[config.mk]
export PLATFORM = sky130hd
export DESIGN_NAME = bus_cycle_seq
export DESIGN_NICKNAME = d
export VERILOG_FILES = /design/src/rtl/bcs_pkg.sv /design/src/rtl/bcs_phase_ctrl.sv /design/src/rtl/bcs_pin_drive.sv /design/src/rtl/bus_cycle_seq.sv
export SDC_FILE = /design/constraint.sdc
export NUM_CORES = 1
export LEC_CHECK = 0
export ABC_AREA = 1
export CAP_MARGIN = 15
export CORE_AREA = 4 4 76 106
export CTS_CLUSTER_DIAMETER = 60
export DETAILED_ROUTE_END_ITERATION = 8
export DIE_AREA = 0 0 80 110
export HOLD_SLACK_MARGIN = 0.06
export PLACE_DENSITY_LB_ADDON = 0.05
export RECOVER_POWER = 100
export SYNTH_ARGS = -nofsm -noshare
export SYNTH_HDL_FRONTEND = slang
export SYNTH_SLANG_ARGS = --single-unit
[constraint.sdc]
create_clock -name clk -period 2.3 [get_ports clk]
set_input_delay 0.345 -clock clk [delete_from_list [all_inputs] [get_ports clk]]
set_output_delay 0.345 -clock clk [all_outputs]
set_load 0.02 [all_outputs]
[src/rtl/bcs_pkg.sv]
package bcs_pkg;

    typedef enum logic [2:0] {
        PH_IDLE = 3'd0,
        PH_T1   = 3'd1,
        PH_T2   = 3'd2,
        PH_T3   = 3'd3,
        PH_TW   = 3'd4,
        PH_T4   = 3'd5
    } phase_e;

    localparam logic [2:0] ST_MEMRD   = 3'b101;
    localparam logic [2:0] ST_MEMWR   = 3'b110;
    localparam logic [2:0] ST_PASSIVE = 3'b111;

    function automatic logic [2:0] cycle_code(input logic wr);
        return wr ? ST_MEMWR : ST_MEMRD;
    endfunction

endpackage

[src/rtl/bcs_phase_ctrl.sv]
module bcs_phase_ctrl
    import bcs_pkg::*;
#(
    parameter int ADDR_W = 20,
    parameter int DATA_W = 16
) (
    input  logic              clk,
    input  logic              rst_n,
    input  logic              start,
    input  logic [ADDR_W-1:1] start_addr,
    input  logic              start_write,
    input  logic [1:0]        start_be,
    input  logic [DATA_W-1:0] start_wdata,
    input  logic              ready,
    input  logic [DATA_W-1:0] ad_in,
    output phase_e            phase,
    output logic              can_start,
    output logic [ADDR_W-1:1] cur_addr,
    output logic              cur_write,
    output logic [1:0]        cur_be,
    output logic [DATA_W-1:0] cur_wdata,
    output logic [DATA_W-1:0] rd_data
);

    typedef struct packed {
        phase_e              phase;
        logic [ADDR_W-1:1]   addr;
        logic                write;
        logic [1:0]          be;
        logic [DATA_W-1:0]   wdata;
        logic [DATA_W-1:0]   rdata;
    } ctl_t;

    ctl_t ctl_d, ctl_q;
    logic take;

    always_comb begin
        ctl_d = ctl_q;
        take  = start && ((ctl_q.phase == PH_IDLE) || (ctl_q.phase == PH_T4));
        unique case (ctl_q.phase)
            PH_IDLE, PH_T4: begin
                if (take) begin
                    ctl_d.phase = PH_T1;
                    ctl_d.addr  = start_addr;
                    ctl_d.write = start_write;
                    ctl_d.be    = start_be;
                    ctl_d.wdata = start_wdata;
                end else begin
                    ctl_d.phase = PH_IDLE;
                end
            end
            PH_T1: ctl_d.phase = PH_T2;
            PH_T2: ctl_d.phase = PH_T3;
            PH_T3, PH_TW: begin
                if (ready) begin
                    ctl_d.phase = PH_T4;
                    if (!ctl_q.write) begin
                        ctl_d.rdata = ad_in;
                    end
                end else begin
                    ctl_d.phase = PH_TW;
                end
            end
            default: ctl_d.phase = PH_IDLE;
        endcase
    end

    always_ff @(posedge clk or negedge rst_n) begin
        if (!rst_n) begin
            ctl_q <= '0;
        end else begin
            ctl_q <= ctl_d;
        end
    end

    assign phase     = ctl_q.phase;
    assign can_start = (ctl_q.phase == PH_IDLE) || (ctl_q.phase == PH_T4);
    assign cur_addr  = ctl_q.addr;
    assign cur_write = ctl_q.write;
    assign cur_be    = ctl_q.be;
    assign cur_wdata = ctl_q.wdata;
    assign rd_data   = ctl_q.rdata;

    AST_WAIT_EXTENDS: assert property (@(posedge clk) disable iff (!rst_n)
        ((phase == PH_T3 || phase == PH_TW) && !ready) |=> (phase == PH_TW));
    AST_READY_ENDS: assert property (@(posedge clk) disable iff (!rst_n)
        ((phase == PH_T3 || phase == PH_TW) && ready) |=> (phase == PH_T4));
    AST_DONE_SINGLE: assert property (@(posedge clk) disable iff (!rst_n)
        (phase == PH_T4) |=> (phase != PH_T4));
    AST_BACK_TO_BACK: assert property (@(posedge clk) disable iff (!rst_n)
        (phase == PH_T4 && start) |=> (phase == PH_T1));
    AST_BUSY_HOLDS_REQ: assert property (@(posedge clk) disable iff (!rst_n)
        (phase == PH_T2 || phase == PH_T3 || phase == PH_TW) |=> $stable(cur_addr) && $stable(cur_write));

endmodule

[src/rtl/bcs_pin_drive.sv]
module bcs_pin_drive
    import bcs_pkg::*;
#(
    parameter int ADDR_W = 20,
    parameter int DATA_W = 16
) (
    input  logic                     clk,
    input  logic                     rst_n,
    input  phase_e                   phase,
    input  logic                     start,
    input  logic                     start_write,
    input  logic                     ready,
    input  logic [ADDR_W-1:1]        cur_addr,
    input  logic                     cur_write,
    input  logic [1:0]               cur_be,
    input  logic [DATA_W-1:0]        cur_wdata,
    output logic [DATA_W-1:0]        ad_out,
    output logic                     ad_oe,
    output logic [ADDR_W-DATA_W-1:0] ah_out,
    output logic                     ah_oe,
    output logic                     bhe_n_out,
    output logic [2:0]               stat_out
);

    localparam int UP_W = ADDR_W - DATA_W;
    localparam logic [UP_W-1:0] UP_ONE  = {{(UP_W-1){1'b0}}, 1'b1};
    localparam logic [UP_W-1:0] UP_STAT = ~(UP_ONE << (UP_W - 2));

    logic data_phase;

    always_comb begin
        data_phase = (phase == PH_T2) || (phase == PH_T3) ||
                     (phase == PH_TW) || (phase == PH_T4);
        ad_out    = '0;
        ad_oe     = 1'b0;
        ah_out    = '0;
        ah_oe     = (phase != PH_IDLE);
        bhe_n_out = 1'b1;
        stat_out  = ST_PASSIVE;

        if (phase == PH_T1) begin
            ad_out    = {cur_addr[DATA_W-1:1], ~cur_be[0]};
            ad_oe     = 1'b1;
            ah_out    = cur_addr[ADDR_W-1:DATA_W];
            bhe_n_out = ~cur_be[1];
        end else if (data_phase) begin
            ah_out = UP_STAT;
            if (cur_write) begin
                ad_out = cur_wdata;
                ad_oe  = 1'b1;
            end
        end

        unique case (phase)
            PH_IDLE, PH_T4: stat_out = start ? cycle_code(start_write) : ST_PASSIVE;
            PH_T1, PH_T2:   stat_out = cycle_code(cur_write);
            PH_T3, PH_TW:   stat_out = ready ? ST_PASSIVE : cycle_code(cur_write);
            default:        stat_out = ST_PASSIVE;
        endcase
    end

    AST_STAT_LEGAL: assert property (@(posedge clk) disable iff (!rst_n)
        (stat_out == ST_MEMRD) || (stat_out == ST_MEMWR) || (stat_out == ST_PASSIVE));
    AST_IDLE_QUIET: assert property (@(posedge clk) disable iff (!rst_n)
        (phase == PH_IDLE && !start) |-> (!ad_oe && !ah_oe && stat_out == ST_PASSIVE));
    AST_EARLY_ACTIVE: assert property (@(posedge clk) disable iff (!rst_n)
        (phase == PH_T1 || phase == PH_T2) |-> (stat_out != ST_PASSIVE));
    AST_READ_FLOAT: assert property (@(posedge clk) disable iff (!rst_n)
        (data_phase && !cur_write) |-> !ad_oe);
    AST_WRITE_DRIVE: assert property (@(posedge clk) disable iff (!rst_n)
        (data_phase && cur_write) |-> (ad_oe && ad_out == cur_wdata));

endmodule

[src/rtl/bus_cycle_seq.sv]
module bus_cycle_seq
    import bcs_pkg::*;
#(
    parameter int ADDR_W = 20,
    parameter int DATA_W = 16
) (
    input  logic                     clk,
    input  logic                     rst_n,
    input  logic                     start,
    input  logic [ADDR_W-1:1]        start_addr,
    input  logic                     start_write,
    input  logic [1:0]               start_be,
    input  logic [DATA_W-1:0]        start_wdata,
    output logic                     can_start,
    output logic                     done,
    output logic [DATA_W-1:0]        rd_data,
    output logic [DATA_W-1:0]        ad_out,
    output logic                     ad_oe,
    input  logic [DATA_W-1:0]        ad_in,
    output logic [ADDR_W-DATA_W-1:0] ah_out,
    output logic                     ah_oe,
    output logic                     bhe_n_out,
    output logic [2:0]               stat_out,
    input  logic                     ready
);

    phase_e              phase;
    logic [ADDR_W-1:1]   cur_addr;
    logic                cur_write;
    logic [1:0]          cur_be;
    logic [DATA_W-1:0]   cur_wdata;

    bcs_phase_ctrl #(.ADDR_W(ADDR_W), .DATA_W(DATA_W)) u_ctrl (
        .clk         (clk),
        .rst_n       (rst_n),
        .start       (start),
        .start_addr  (start_addr),
        .start_write (start_write),
        .start_be    (start_be),
        .start_wdata (start_wdata),
        .ready       (ready),
        .ad_in       (ad_in),
        .phase       (phase),
        .can_start   (can_start),
        .cur_addr    (cur_addr),
        .cur_write   (cur_write),
        .cur_be      (cur_be),
        .cur_wdata   (cur_wdata),
        .rd_data     (rd_data)
    );

    bcs_pin_drive #(.ADDR_W(ADDR_W), .DATA_W(DATA_W)) u_pins (
        .clk         (clk),
        .rst_n       (rst_n),
        .phase       (phase),
        .start       (start),
        .start_write (start_write),
        .ready       (ready),
        .cur_addr    (cur_addr),
        .cur_write   (cur_write),
        .cur_be      (cur_be),
        .cur_wdata   (cur_wdata),
        .ad_out      (ad_out),
        .ad_oe       (ad_oe),
        .ah_out      (ah_out),
        .ah_oe       (ah_oe),
        .bhe_n_out   (bhe_n_out),
        .stat_out    (stat_out)
    );

    assign done = (phase == PH_T4);

endmodule

==> results.json <==
{
  "outcome": "finished clean",
  "path_class": "register to output pin",
  "grt_usage_pct": 16.86,
  "io_pins": 102,
  "mostFrequentLayoutCell": "nand2_1",
  "cp_slowest_cell": "dfrtp_1",
  "period_share_pct": 94.95,
  "clkTransAtPathRegs_ps": 60,
  "maxCapViolCount": 0,
  "cts_tree": "built",
  "rr_worst_depth": 8,
  "diodes": 0,
  "path_cells": "ha_1, nand2_1, inv_1, buf_12, nand3_1, nand2_1, dlygate4sd2_1",
  "numCtsBuffers": 9,
  "clock-sinks": 57,
  "fp.coreArea_mm2": 0.007027,
  "slew_headroom_pct": 48.90,
  "yosys.area.top_type_share_pct": 51.28,
  "syn_area_mm2": 0.002781,
  "p_leak_nw": 2.075,
  "initialDrtViolationCount": 111,
  "met3_usage_pct": 4.472,
  "rsz0062_at_grt": "no",
  "power_density_mw_per_mm2": 1408,
  "synth_area_per_cell_um2": 8.328,
  "setup_violations": 0,
  "grt.overflow.total": 0,
  "place_congestion": 0.7875,
  "post-synth-top-area-cell": "dfrtp_1",
  "synth_cell_type_count": 23,
  "die_h_um": 110,
  "grt.busiest_layer": "met2",
  "worstSetupStartpoint": "u_ctrl.phase[1]$_DFF_PN0_",
  "first_pass_iters": 4,
  "yosysWarnings": 0,
  "grt_pass1_wl_um": 11390,
  "r2r_setup_slack_ps": 340,
  "area_delta_synth_final_pct": 40.58,
  "vdd_ir_drop_max_mv": 0.7834,
  "grt_start_max_net_pins": 42,
  "tightestPinTransition_ps": 766.5,
  "cts_setup_buffers": 0,
  "critical_path.max_fanout": 16,
  "hpwl_um": 4934,
  "critPathCaptureType": "output pin",
  "crit_path_frequent_cell": "nand2_1",
  "worstPathArrival_ps": 1840,
  "fill_cells": 735,
  "min_path_type": "register to register",
  "wire_per_inst_um": 13.27,
  "drive_gt1_share_pct": 7.973,
  "dieArea_mm2": 0.008800,
  "clkLatencyLatePin_ps": 330,
  "cts-root-buf": "clkbuf_8",
  "clock_skew_ps": 10.06,
  "antenna_found_initial": 0,
  "use_met2_pct": 29.03,
  "synthTopCellsByArea": "dfrtp_1 51%, nand2_1 18%, nand3_1 10%",
  "stdcell_count": 534,
  "io_buffers": 100,
  "slew_viol_final": 0,
  "num_rows": 36,
  "grt_use_met1_pct": 19.65,
  "yosysSeqAreaShare_pct": 51.28,
  "wl_um": 7084,
  "ys_seq_elements": 57,
  "netlist_instances": 334,
  "vias": 2499,
  "post-route-drc-count": 0,
  "mostFrequentLayoutCells": "135 x nand2_1, 57 x dfrtp_1, 56 x nand3_1, 56 x clkdlybuf4s50_1, 26 x inv_1",
  "start_util_pct": 39.58,
  "die_w_um": 80,
  "finalHoldViolations": 0,
  "syn-num-nets": 393,
  "slowest_delay_ps": 410,
  "fmax_ghz": 0.4579,
  "cp-start-kind": "register",
  "detail-route-antenna-nets": 0,
  "via_per_inst": 4.680,
  "reg2reg_to": "u_ctrl.cur_addr[18]$_DFFE_PN0P_",
  "grt_pass1_vias": 2401,
  "htree_levels": 3,
  "cp.required_ps": 1960,
  "place_inst": 518,
  "ctsLongestPathBuffers": 2,
  "num-nets-final": 494,
  "setup_tns_ps": 0,
  "critPathCapture": "ad_out[14]",
  "fin_crit_ps": 2184,
  "rr_startpoint": "u_ctrl.phase[2]$_DFF_PN0_"
}
flip-flops by register name, summed over array words and instances (netlist names):
signal	flops
u_ctrl.cur_addr	19
u_ctrl.cur_wdata	16
u_ctrl.rd_data	16
u_ctrl.phase	3
u_ctrl.cur_be	2
u_ctrl.cur_write	1
cells by family (layout without fill, tap and decap cells):
family / Yosys count / count (layout) / share of synthesized area, %
AOI/OAI and AO/OA: 26 / 26 / 6.568
adders and majority gates: 1 / 1 / 0.4498
buffers and inverters: 48 / 153 / 9.986
DFF: 57 / 57 / 51.28
other: 1 / 1 / 0.1348
and+or+nand+nor: 201 / 201 / 31.58
where the power goes:
part | switching [mW] | total, mW | leakage, nW | internal, mW
clock | 0.375 | 0.925 | 0.102 | 0.550
combinational | 1.79 | 2.85 | 1.26 | 1.06
sequential | 0.249 | 1.73 | 0.711 | 1.48
total | 2.41 | 5.50 | 2.07 | 3.09
Yosys cell counts:
master / number
a21oi_1: 3
a21oi_2: 1
buf_2: 7
buf_4: 5
buf_6: 6
buf_8: 2
conb_1: 1
dfrtp_1: 57
ha_1: 1
inv_1: 26
inv_2: 1
inv_4: 1
nand2_1: 133
nand2_2: 3
nand2_4: 2
nand3_1: 56
nand3_2: 2
nand3_4: 1
nor2_1: 2
nor2_2: 2
o21ai_0: 5
o21ai_1: 4
o21ai_2: 13
stage by stage:
step                      hold slack [ps]  util [%]  power (mW)  setup WS (ps)  cell area (um^2)
after detailed placement            390.3     54.10       4.987          149.8              3801
after CTS                           470.1     56.64       5.767          64.43              3980
after global routing                481.2     55.64       5.953          1.969              3910
after global placement              388.0     54.10       4.938          168.7              3801
final                               469.3     55.64       5.505          116.2              3910
after floorplan                     49.41         -       3.752          585.2              2781
routing by layer:
| metal | share of wire, % | vias to the layer above |
|---|---|---|
| met2 | 52 | 60 |
| met4 | 0.99 | 0 |
| met5 | 0 | - |
| met1 | 42 | 1182 |
| met3 | 5.4 | 5 |
| li1 | - | 1252 |
worst min-delay path by stage:
| stage | start | endpoint | cells after the start |
|---|---|---|---|
| floorplan | rst_n | u_ctrl.cur_addr[10]$_DFFE_PN0P_ | 0 |
| global placement | rst_n | u_ctrl.cur_wdata[9]$_DFFE_PN0P_ | 2 |
| detailed placement | rst_n | u_ctrl.cur_wdata[9]$_DFFE_PN0P_ | 2 |
| CTS | u_ctrl.cur_be[0]$_DFFE_PN0P_ | u_ctrl.cur_be[0]$_DFFE_PN0P_ | 2 |
| global route | u_ctrl.cur_addr[10]$_DFFE_PN0P_ | u_ctrl.cur_addr[10]$_DFFE_PN0P_ | 2 |
| finish | u_ctrl.cur_be[0]$_DFFE_PN0P_ | u_ctrl.cur_be[0]$_DFFE_PN0P_ | 2 |
layout make-up:
cell class,instances,area [um^2],area share (%)
Timing Repair Buffer,110,1042,26.66
Clock inverter,3,40.04,1.024
Sequential cell,57,1426,36.48
Inverter,28,110.1,2.816
Tap cell,95,118.9,3.040
Multi-Input combinational cell,229,1017,26.02
Clock buffer,12,155.1,3.968
worst max-delay path: cells and delay by family (launching register included):
kind                       cells  cell delay [ps]
DFF                            1              410
buffers and inverters          3              580
adders and majority gates      1              310
and+or+nand+nor                3              210
timing repair:
item | CTS | global route
hold buffers | 1 | 0
hold endpoints to repair | 50 | 0
endpoints found under the setup margin | 23 | 8
gates resized for setup | 24 | 10
(Power assumes the default switching activity.)
